## config.mk

```make
export PLATFORM = sky130hd
export DESIGN_NAME = uart_host_fifo
export DESIGN_NICKNAME = d
export VERILOG_FILES = /design/src/rtl/uart_host_pkg.sv /design/src/rtl/uart_host_ring.sv /design/src/rtl/uart_host_dp.sv /design/src/rtl/uart_host_ctrl.sv /design/src/rtl/uart_host_fifo.sv
export SDC_FILE = /design/constraint.sdc
export NUM_CORES = 1
export LEC_CHECK = 0
export ABC_CLOCK_PERIOD_IN_PS = 3700
export BUFFER_PORTS_ARGS = -buffer_cell sky130_fd_sc_hd__buf_4
export CORE_MARGIN = 3
export CORE_UTILIZATION = 35
export CTS_BUF_LIST = sky130_fd_sc_hd__clkbuf_16
export CTS_CLUSTER_SIZE = 20
export DETAILED_ROUTE_END_ITERATION = 8
export PLACE_DENSITY = 0.47
export SETUP_SLACK_MARGIN = 0.2
export SYNTH_ARGS = -nofsm -noshare
export SYNTH_HDL_FRONTEND = slang
export SYNTH_HIERARCHICAL = 1
export SYNTH_SLANG_ARGS = --single-unit
```

## constraint.sdc

```tcl
create_clock -name clk -period 3.7 [get_ports clk]
set_input_delay 0.37 -clock clk [delete_from_list [all_inputs] [get_ports clk]]
set_output_delay 0.37 -clock clk [all_outputs]
set_load 0.02 [all_outputs]
```

## src/rtl/uart_host_pkg.sv

```systemverilog
`timescale 1ns/1ps
package uart_host_pkg;
  typedef struct packed {
    logic txPush;
    logic txPop;
    logic rxPush;
    logic rxPop;
    logic flush;
    logic rdCapture;
  } strobe_t;
endpackage

```

## src/rtl/uart_host_ring.sv

```systemverilog
`timescale 1ns/1ps
module uart_host_ring #(
  parameter int WIDTH = 8,
  parameter int DEPTH = 16
) (
  input  logic                         clk,
  input  logic                         rstN,
  input  logic                         push,
  input  logic                         pop,
  input  logic                         flush,
  input  logic [WIDTH-1:0]             pushData,
  output logic [WIDTH-1:0]             headData,
  output logic [$clog2(DEPTH+1)-1:0]   count
);
  localparam int PTR_W = $clog2(DEPTH);
  localparam int CNT_W = $clog2(DEPTH+1);

  logic [WIDTH-1:0] mem [DEPTH];
  logic [PTR_W-1:0] wrPtr, rdPtr;
  logic [CNT_W-1:0] cnt;

  function automatic logic [PTR_W-1:0] nextPtr(input logic [PTR_W-1:0] p);
    return (p == PTR_W'(DEPTH-1)) ? '0 : p + PTR_W'(1);
  endfunction

  always_ff @(posedge clk) begin
    if (push && !flush) mem[wrPtr] <= pushData;
  end

  always_ff @(posedge clk) begin
    if (!rstN || flush) begin
      wrPtr <= '0;
      rdPtr <= '0;
      cnt   <= '0;
    end else begin
      if (push) wrPtr <= nextPtr(wrPtr);
      if (pop)  rdPtr <= nextPtr(rdPtr);
      case ({push, pop})
        2'b10:   cnt <= cnt + CNT_W'(1);
        2'b01:   cnt <= cnt - CNT_W'(1);
        default: cnt <= cnt;
      endcase
    end
  end

  assign headData = mem[rdPtr];
  assign count    = cnt;
endmodule

```

## src/rtl/uart_host_dp.sv

```systemverilog
`timescale 1ns/1ps
module uart_host_dp
  import uart_host_pkg::*;
#(
  parameter int DATA_W = 8,
  parameter int DEPTH  = 16
) (
  input  logic                         clk,
  input  logic                         rstN,
  input  strobe_t                      st,
  input  logic                         ovrIn,
  input  logic [DATA_W-1:0]            wrData,
  input  logic [DATA_W-1:0]            rxData,
  input  logic                         rxParErr,
  input  logic                         rxFrmErr,
  output logic [DATA_W-1:0]            txData,
  output logic [DATA_W+2:0]            rdData,
  output logic [$clog2(DEPTH+1)-1:0]   txCount,
  output logic [$clog2(DEPTH+1)-1:0]   rxCount
);
  localparam int RX_W = DATA_W + 2;

  logic [RX_W-1:0]   rxHead;
  logic [DATA_W+2:0] rdQ;

  uart_host_ring #(.WIDTH(DATA_W), .DEPTH(DEPTH)) u_txRing (
    .clk(clk), .rstN(rstN), .push(st.txPush), .pop(st.txPop), .flush(st.flush),
    .pushData(wrData), .headData(txData), .count(txCount));

  uart_host_ring #(.WIDTH(RX_W), .DEPTH(DEPTH)) u_rxRing (
    .clk(clk), .rstN(rstN), .push(st.rxPush), .pop(st.rxPop), .flush(st.flush),
    .pushData({rxParErr, rxFrmErr, rxData}), .headData(rxHead), .count(rxCount));

  always_ff @(posedge clk) begin
    if (!rstN) begin
      rdQ <= '0;
    end else if (st.rdCapture) begin
      rdQ[DATA_W+2] <= ovrIn;
      if (st.rxPop) rdQ[RX_W-1:0] <= rxHead;
    end
  end

  assign rdData = rdQ;
endmodule

```

## src/rtl/uart_host_ctrl.sv

```systemverilog
`timescale 1ns/1ps
module uart_host_ctrl
  import uart_host_pkg::*;
#(
  parameter int DEPTH = 16
) (
  input  logic                         clk,
  input  logic                         rstN,
  input  logic                         fifoEn,
  input  logic                         wrEn,
  input  logic                         rdEn,
  input  logic                         rxValid,
  input  logic                         txReady,
  input  logic [$clog2(DEPTH+1)-1:0]   txCount,
  input  logic [$clog2(DEPTH+1)-1:0]   rxCount,
  output strobe_t                      st,
  output logic                         ovrFlag,
  output logic                         txFull,
  output logic                         rxEmpty,
  output logic                         txValid
);
  localparam int CNT_W = $clog2(DEPTH+1);

  logic             fifoEnQ, ovrQ, flush, rxFull;
  logic [CNT_W-1:0] limit;

  assign flush   = (fifoEn != fifoEnQ);
  assign limit   = fifoEn ? CNT_W'(DEPTH) : CNT_W'(1);
  assign txFull  = (txCount >= limit);
  assign rxFull  = (rxCount >= limit);
  assign rxEmpty = (rxCount == '0);
  assign txValid = (txCount != '0) && !flush;

  always_comb begin
    st.flush     = flush;
    st.txPush    = wrEn && !txFull && !flush;
    st.txPop     = txValid && txReady;
    st.rxPush    = rxValid && !rxFull && !flush;
    st.rxPop     = rdEn && !rxEmpty && !flush;
    st.rdCapture = rdEn;
  end

  always_ff @(posedge clk) begin
    if (!rstN) begin
      fifoEnQ <= 1'b0;
      ovrQ    <= 1'b0;
    end else begin
      fifoEnQ <= fifoEn;
      if (rxValid && rxFull && !flush) ovrQ <= 1'b1;
      else if (rdEn)                   ovrQ <= 1'b0;
    end
  end

  assign ovrFlag = ovrQ;
endmodule

```

## src/rtl/uart_host_fifo.sv

```systemverilog
`timescale 1ns/1ps
module uart_host_fifo
  import uart_host_pkg::*;
#(
  parameter int DATA_W = 8,
  parameter int DEPTH  = 16
) (
  input  logic              clk,
  input  logic              rstN,
  input  logic              fifoEn,
  input  logic              wrEn,
  input  logic [DATA_W-1:0] wrData,
  input  logic              rdEn,
  output logic [DATA_W+2:0] rdData,
  output logic              txValid,
  output logic [DATA_W-1:0] txData,
  input  logic              txReady,
  input  logic              rxValid,
  input  logic [DATA_W-1:0] rxData,
  input  logic              rxParErr,
  input  logic              rxFrmErr,
  output logic              txFull,
  output logic              rxEmpty,
  output logic              txBusy
);
  localparam int CNT_W = $clog2(DEPTH+1);

  strobe_t          st;
  logic             ovrFlag;
  logic [CNT_W-1:0] txCount, rxCount;

  uart_host_ctrl #(.DEPTH(DEPTH)) u_ctrl (
    .clk(clk), .rstN(rstN), .fifoEn(fifoEn), .wrEn(wrEn), .rdEn(rdEn),
    .rxValid(rxValid), .txReady(txReady), .txCount(txCount), .rxCount(rxCount),
    .st(st), .ovrFlag(ovrFlag), .txFull(txFull), .rxEmpty(rxEmpty), .txValid(txValid));

  uart_host_dp #(.DATA_W(DATA_W), .DEPTH(DEPTH)) u_dp (
    .clk(clk), .rstN(rstN), .st(st), .ovrIn(ovrFlag), .wrData(wrData),
    .rxData(rxData), .rxParErr(rxParErr), .rxFrmErr(rxFrmErr),
    .txData(txData), .rdData(rdData), .txCount(txCount), .rxCount(rxCount));

  assign txBusy = txValid;
endmodule

```

After elaboration in Yosys (flattened, before gate mapping)
Memory sizes are Yosys's and may differ from the RTL's. A register that Yosys moved wholly into a read port is not among the register bits.
Cells that the tools add are included.

storage, ports and cells
  RAM bits = 288
  input port bits = 25
  flip-flop bits (word level) = 29
  output and inout bits = 23
  logic and storage cells = 70
  memories kept = 2

cells by class
  add/subtract/negate cells = 8
  reduce and logical (&&, ||, !) cells = 25
  multiplexer cells = 15
  $lt $le $gt $ge = 2
  equal/unequal tests = 9

memory list
  name               words  bits a word  rd ports  clocked after Yosys merged registers in  write ports  line                  text
  u_dp.u_rxRing.mem  16     10           1         1                                        1            uart_host_ring.sv:18  logic [WIDTH-1:0] mem [DEPTH];
  u_dp.u_txRing.mem  16     8            1         1                                        1            uart_host_ring.sv:18

operators with widths
  operator                                              number
  two-way mux 4 bit                                     6
  one-hot mux 5 bit (2 select lines)                    2
  adder 4 x 1 -> 4 bit (second input constant)          4
  equality test 4 bit (second input constant)           4
  logical AND 1 bit                                     12
  adder 5 x 1 -> 5 bit (second input constant)          2
  >= comparator 5 bit                                   2
  subtractor 5 x 1 -> 5 bit (second input constant)     2
  zero test 1 bit                                       6
  two-way mux 1 bit                                     6
  nonzero test 2 bit                                    3
  zero test 5 bit                                       1
  two-way mux 5 bit                                     1
  nonzero test 5 bit                                    1
  equality test 2 x 1 -> 1 bit (second input constant)  2
  equality test 2 bit (second input constant)           2
  AND reduction 2 bit                                   1
  logical OR 1 bit                                      1
  != test 1 bit                                         1

Depth between registers and ports, before layout
  word-level depth = 8
  depth in mapped cells = 14
  mapped depth without buffers = 13

Cells and area by module
The synthesis kept the hierarchy.

modules (own cells, without submodules)
  module                           cells an instance  times used  area each (um^2)  sequential area each (um^2)
  uart_host_ring at u_dp.u_rxRing  358                1           7034.2            5144.9
  uart_host_ring at u_dp.u_txRing  310                1           5851.9            4184.0
  uart_host_dp                     49                 1           464.2             220.2
  uart_host_ctrl                   33                 1           265.3             40.0
  uart_host_fifo                   1                  1           7.5               0.0

Worst setup path after synthesis
Ideal clock, no wire load.

  kind = reg2reg
  start = reg u_dp.u_rxRing.cnt[1], in the netlist u_dp/u_rxRing/count[1]
  end = reg u_dp.u_rxRing.cnt[2], in the netlist u_dp/u_rxRing/count[2]
  data arrival time = 2.956 ns
  slack = 0.674 ns
  period minus slack after synthesis = 3.026 ns
  path buffers = 1
  cell stages (with the launch flop) = 12
  library setup time = 0.071 ns
  required time = 3.629 ns
  cells stage by stage = dfxtp_1 > or3_4 > nor3_1 > nor2_1 > ha_1 > buf_2 > xor2_1 > ha_1 > a21oi_1 > xor2_1 > or3_1 > a21oi_1

RTL lines
  item                      line                  text
  start: declaration        uart_host_ring.sv:20  logic [CNT_W-1:0] cnt;
  start signal: assignment  uart_host_ring.sv:39  2'b10: cnt <= cnt + CNT_W'(1);
  start signal: assignment  uart_host_ring.sv:40  2'b01: cnt <= cnt - CNT_W'(1);
  start signal: assignment  uart_host_ring.sv:41  default: cnt <= cnt;

==> impl_metrics.tcl <==
set metrics [dict create \
    worstSetupPathDepth 13 \
    finClkSkew_ps 13.51 \
    die_h_um 203.3 \
    crit_top_cell "ha_1" \
    timing.final.ws_setup_ps 555.8 \
    core_area_sq_um 38020 \
    slowest_stage "dfxtp_1" \
    p_per_area_nw_per_um2 515.9 \
    status "finished, final reports clean" \
    crit_fanout 8 \
    io_pins 48 \
    routed_wl_um 29710 \
    wl_met2_um 13880 \
    syn_inst 751 \
    hp-class "input port to flip-flop" \
    dr_wl_met3_um 1372 \
    clk_pin_slew_worst_paths_ps 60 \
    syn_area_per_cell_sq_um 18.14 \
    crit_buf_inv 2 \
    setup-violations-final 0 \
    diodes 0 \
    final-seq-area_sq_um 9592 \
    slowest_delay_ps 440 \
    max_slew_margin_pct 30.53 \
    clock.fmax_ghz 0.3180 \
    slew_viol_final 0 \
    nNetsFinal 855 \
    fp.dieW_um 203.3 \
    synth_fp_nets 798 \
    cts_tree "yes" \
    clk_latency_ps 520 \
    fp-row-count 71 \
    yosysWarningCount 6 \
    p_leak_nw 5.188 \
    synth_edf_count 288 \
    setup-tns-final_ps 0 \
    avgRoutedWirePerCell_um 22.11 \
    grt_max_degree 41 \
    tightest_slew_ps 1040 \
    ys_ff_latch 335 \
    grt_pass1_wl_um 45010 \
    timing.final.crit_period_ps 3144 \
    yosysTopAreaCell "edfxtp_1" \
    rr_worst_depth 13 \
    drv_cap 0 \
    drc_errors 0 \
    fillCellCount 3410 \
    first_iter_violations 378 \
    utilization_pct 41.32 \
    r2r_slack_ps 560 \
    fin_crit_sh_pct 84.98 \
    yosysSeqAreaShare_pct 70.39 \
    pre_cts_slack_ps 450.8 \
    synth_async_sr_flop_share_pct 0 \
    multi_input_area_sq_um 3745 \
    cts_sinks 335 \
    grt_use_total_pct 14.48 \
    vias 6940 \
    synth_area_leaders "edfxtp_1 63%, mux4_2 6.9%, dfxtp_1 6.9%" \
    cts_buffers 37 \
    dpl.hpwl_um 18780 \
    synth_common_cells "288 x edfxtp_1, 47 x dfxtp_1, 45 x nand2_1, 42 x mux4_2" \
    rsz0062_at_grt "no" \
    path_cells "inv_1 > ha_1 > nor2_1 > a31oi_1 > nor2_1 > inv_1 > ha_1 > xor2_1 > ha_1 > a21oi_1 > xor2_1 > or3_1 > a21oi_1" \
    top_layer "met4" \
    vias_per_cell 5.164 \
    initial_core_util_pct 35.83 \
    syn_area_sq_um 13620 \
    postCtsSetupBuffers 0 \
    postRouteAntennaNets 0 \
    path_class "flip-flop to flip-flop" \
    die_area_sq_um 41330 \
    gp_congestion 0.7311 \
    io_buffers 47 \
    cts-root-buf "clkbuf_16" \
    synth_top_area_share_pct 63.48 \
    synth.most_common_cell "edfxtp_1" \
    ir_drop_mv 0.3762 \
    ys.flop_type "edfxtp_1" \
    antenna_found_initial 0 \
    min_path_cells 2 \
    cp_top_family "adder cells" \
    ctsHoldBuffers 0 \
    drtPass1Iterations 5 \
    cp.arrival_ps 3590 \
    area_delta_synth_final_pct 15.31 \
    drive_above_1_share_pct 20.17 \
    cts-resized-gates 0 \
    cts-htree-levels 2 \
    grt_overflow 0 \
    cp-start-kind "flip-flop" \
    required_ps 4140 \
    total_power_mw 8.104 \
    clk_path_buf_depth 3 \
    grt_pass1_vias 7148 \
    synth_cell_types 50 \
    endpoint_kind "flip-flop" \
    hold_violations 0 \
    met1_length_um 13900 \
]
==> registers in the layout, indices dropped and copies added (netlist names), named ones only <==
register,flops
u_dp/u_rxRing/mem,160
u_dp/u_txRing/wrPtr,4
u_dp/u_txRing/rdPtr,4
u_ctrl/fifoEnQ,1
u_dp/u_txRing/mem,128
u_dp/u_rxRing/count,5
u_dp/u_rxRing/rdPtr,4
u_dp/u_txRing/count,5
u_ctrl/ovrFlag,1
u_dp/u_rxRing/wrPtr,4
u_dp/rdData,11
==> layout by cell type (no fill, tap or decap), types with 2 or more instances in the layout <==
cell type  Yosys  routed
a211oi_1       2       2
a21o_1         2       2
a21oi_1       15      15
a22oi_1       36      36
a311oi_1       2       2
a31oi_1        3       3
and2_1        36      36
and4b_1        2       2
buf_4          5      53
bufinv_16      0       5
clkbuf_16      0      42
clkinv_1       0       7
clkinv_2       0       2
dfxtp_1       47      45
dfxtp_2        0       2
edfxtp_1     288     288
ha_1          22      22
inv_1          9      15
mux2_2         2       2
mux2i_1       11      11
mux4_1        30      30
mux4_2        42      42
nand2_1       45      45
nand2b_1       8       8
nand3_1        2       2
nand3b_1       3       3
nand4_1       10      10
nor2_1        30      30
nor2b_1        6       6
nor3_1         8       8
o211ai_1       2       2
o21ai_0        8       8
o21ai_2       10      10
o31ai_1        2       2
or3_1          6       6
or4_1          2       2
xor2_1        12      12
==> power by group <==
group / total [mW] / internal [mW] / switching (mW)
sequential: 4.12 / 4.11 / 0.00943
clock: 3.79 / 2.37 / 1.42
combinational: 0.197 / 0.0686 / 0.128
==> cell type report <==
class | instances | share of cell area (%)
clock inverters | 22 | 1.442
flip-flops and latches | 335 | 61.06
clock buffers | 42 | 6.691
repair buffers | 54 | 2.660
inverters | 10 | 0.2389
well taps | 511 | 4.070
multi-input cells | 370 | 23.84
==> logic make-up after synthesis <==
logic type | after synthesis | share of synthesized area [%]
and+or+nand+nor | 164 | 6.429
buffers and inverters | 46 | 2.122
DFF | 335 | 70.39
adders and majority gates | 22 | 2.021
xor gates and xnor gates | 13 | 0.8909
AOI/OAI and AO/OA | 86 | 4.445
muxes | 85 | 13.70
==> worst paths after layout <==
path | end | from
max | u_dp/u_txRing/count[2] | u_dp/u_txRing/count[0]
min | u_ctrl/fifoEnQ | fifoEn
max reg2reg | u_dp/u_txRing/count[2] | u_dp/u_txRing/count[0]
min reg2reg | u_dp/rdData[3] | u_dp/rdData[3]
==> through the flow <==
step                hold slack (ps)  instance area [sq um]  cells
global route                  79.57                  15710   1344
CTS                           61.96                  15710   1344
floorplan                     453.3                  13620    751
finish                        94.16                  15710   1344
global placement              456.6                  14430   1280
detailed placement            455.6                  14430   1280
==> layer usage <==
| metal | vias up | global-route usage (%) |
|---|---|---|
| met5 | - | 0 |
| met4 | 0 | 4.056 |
| met3 | 35 | 2.745 |
| met2 | 149 | 22.85 |
| met1 | 3626 | 20.68 |
| li1 | 3130 | - |
Power figures use the tool's default switching activity.
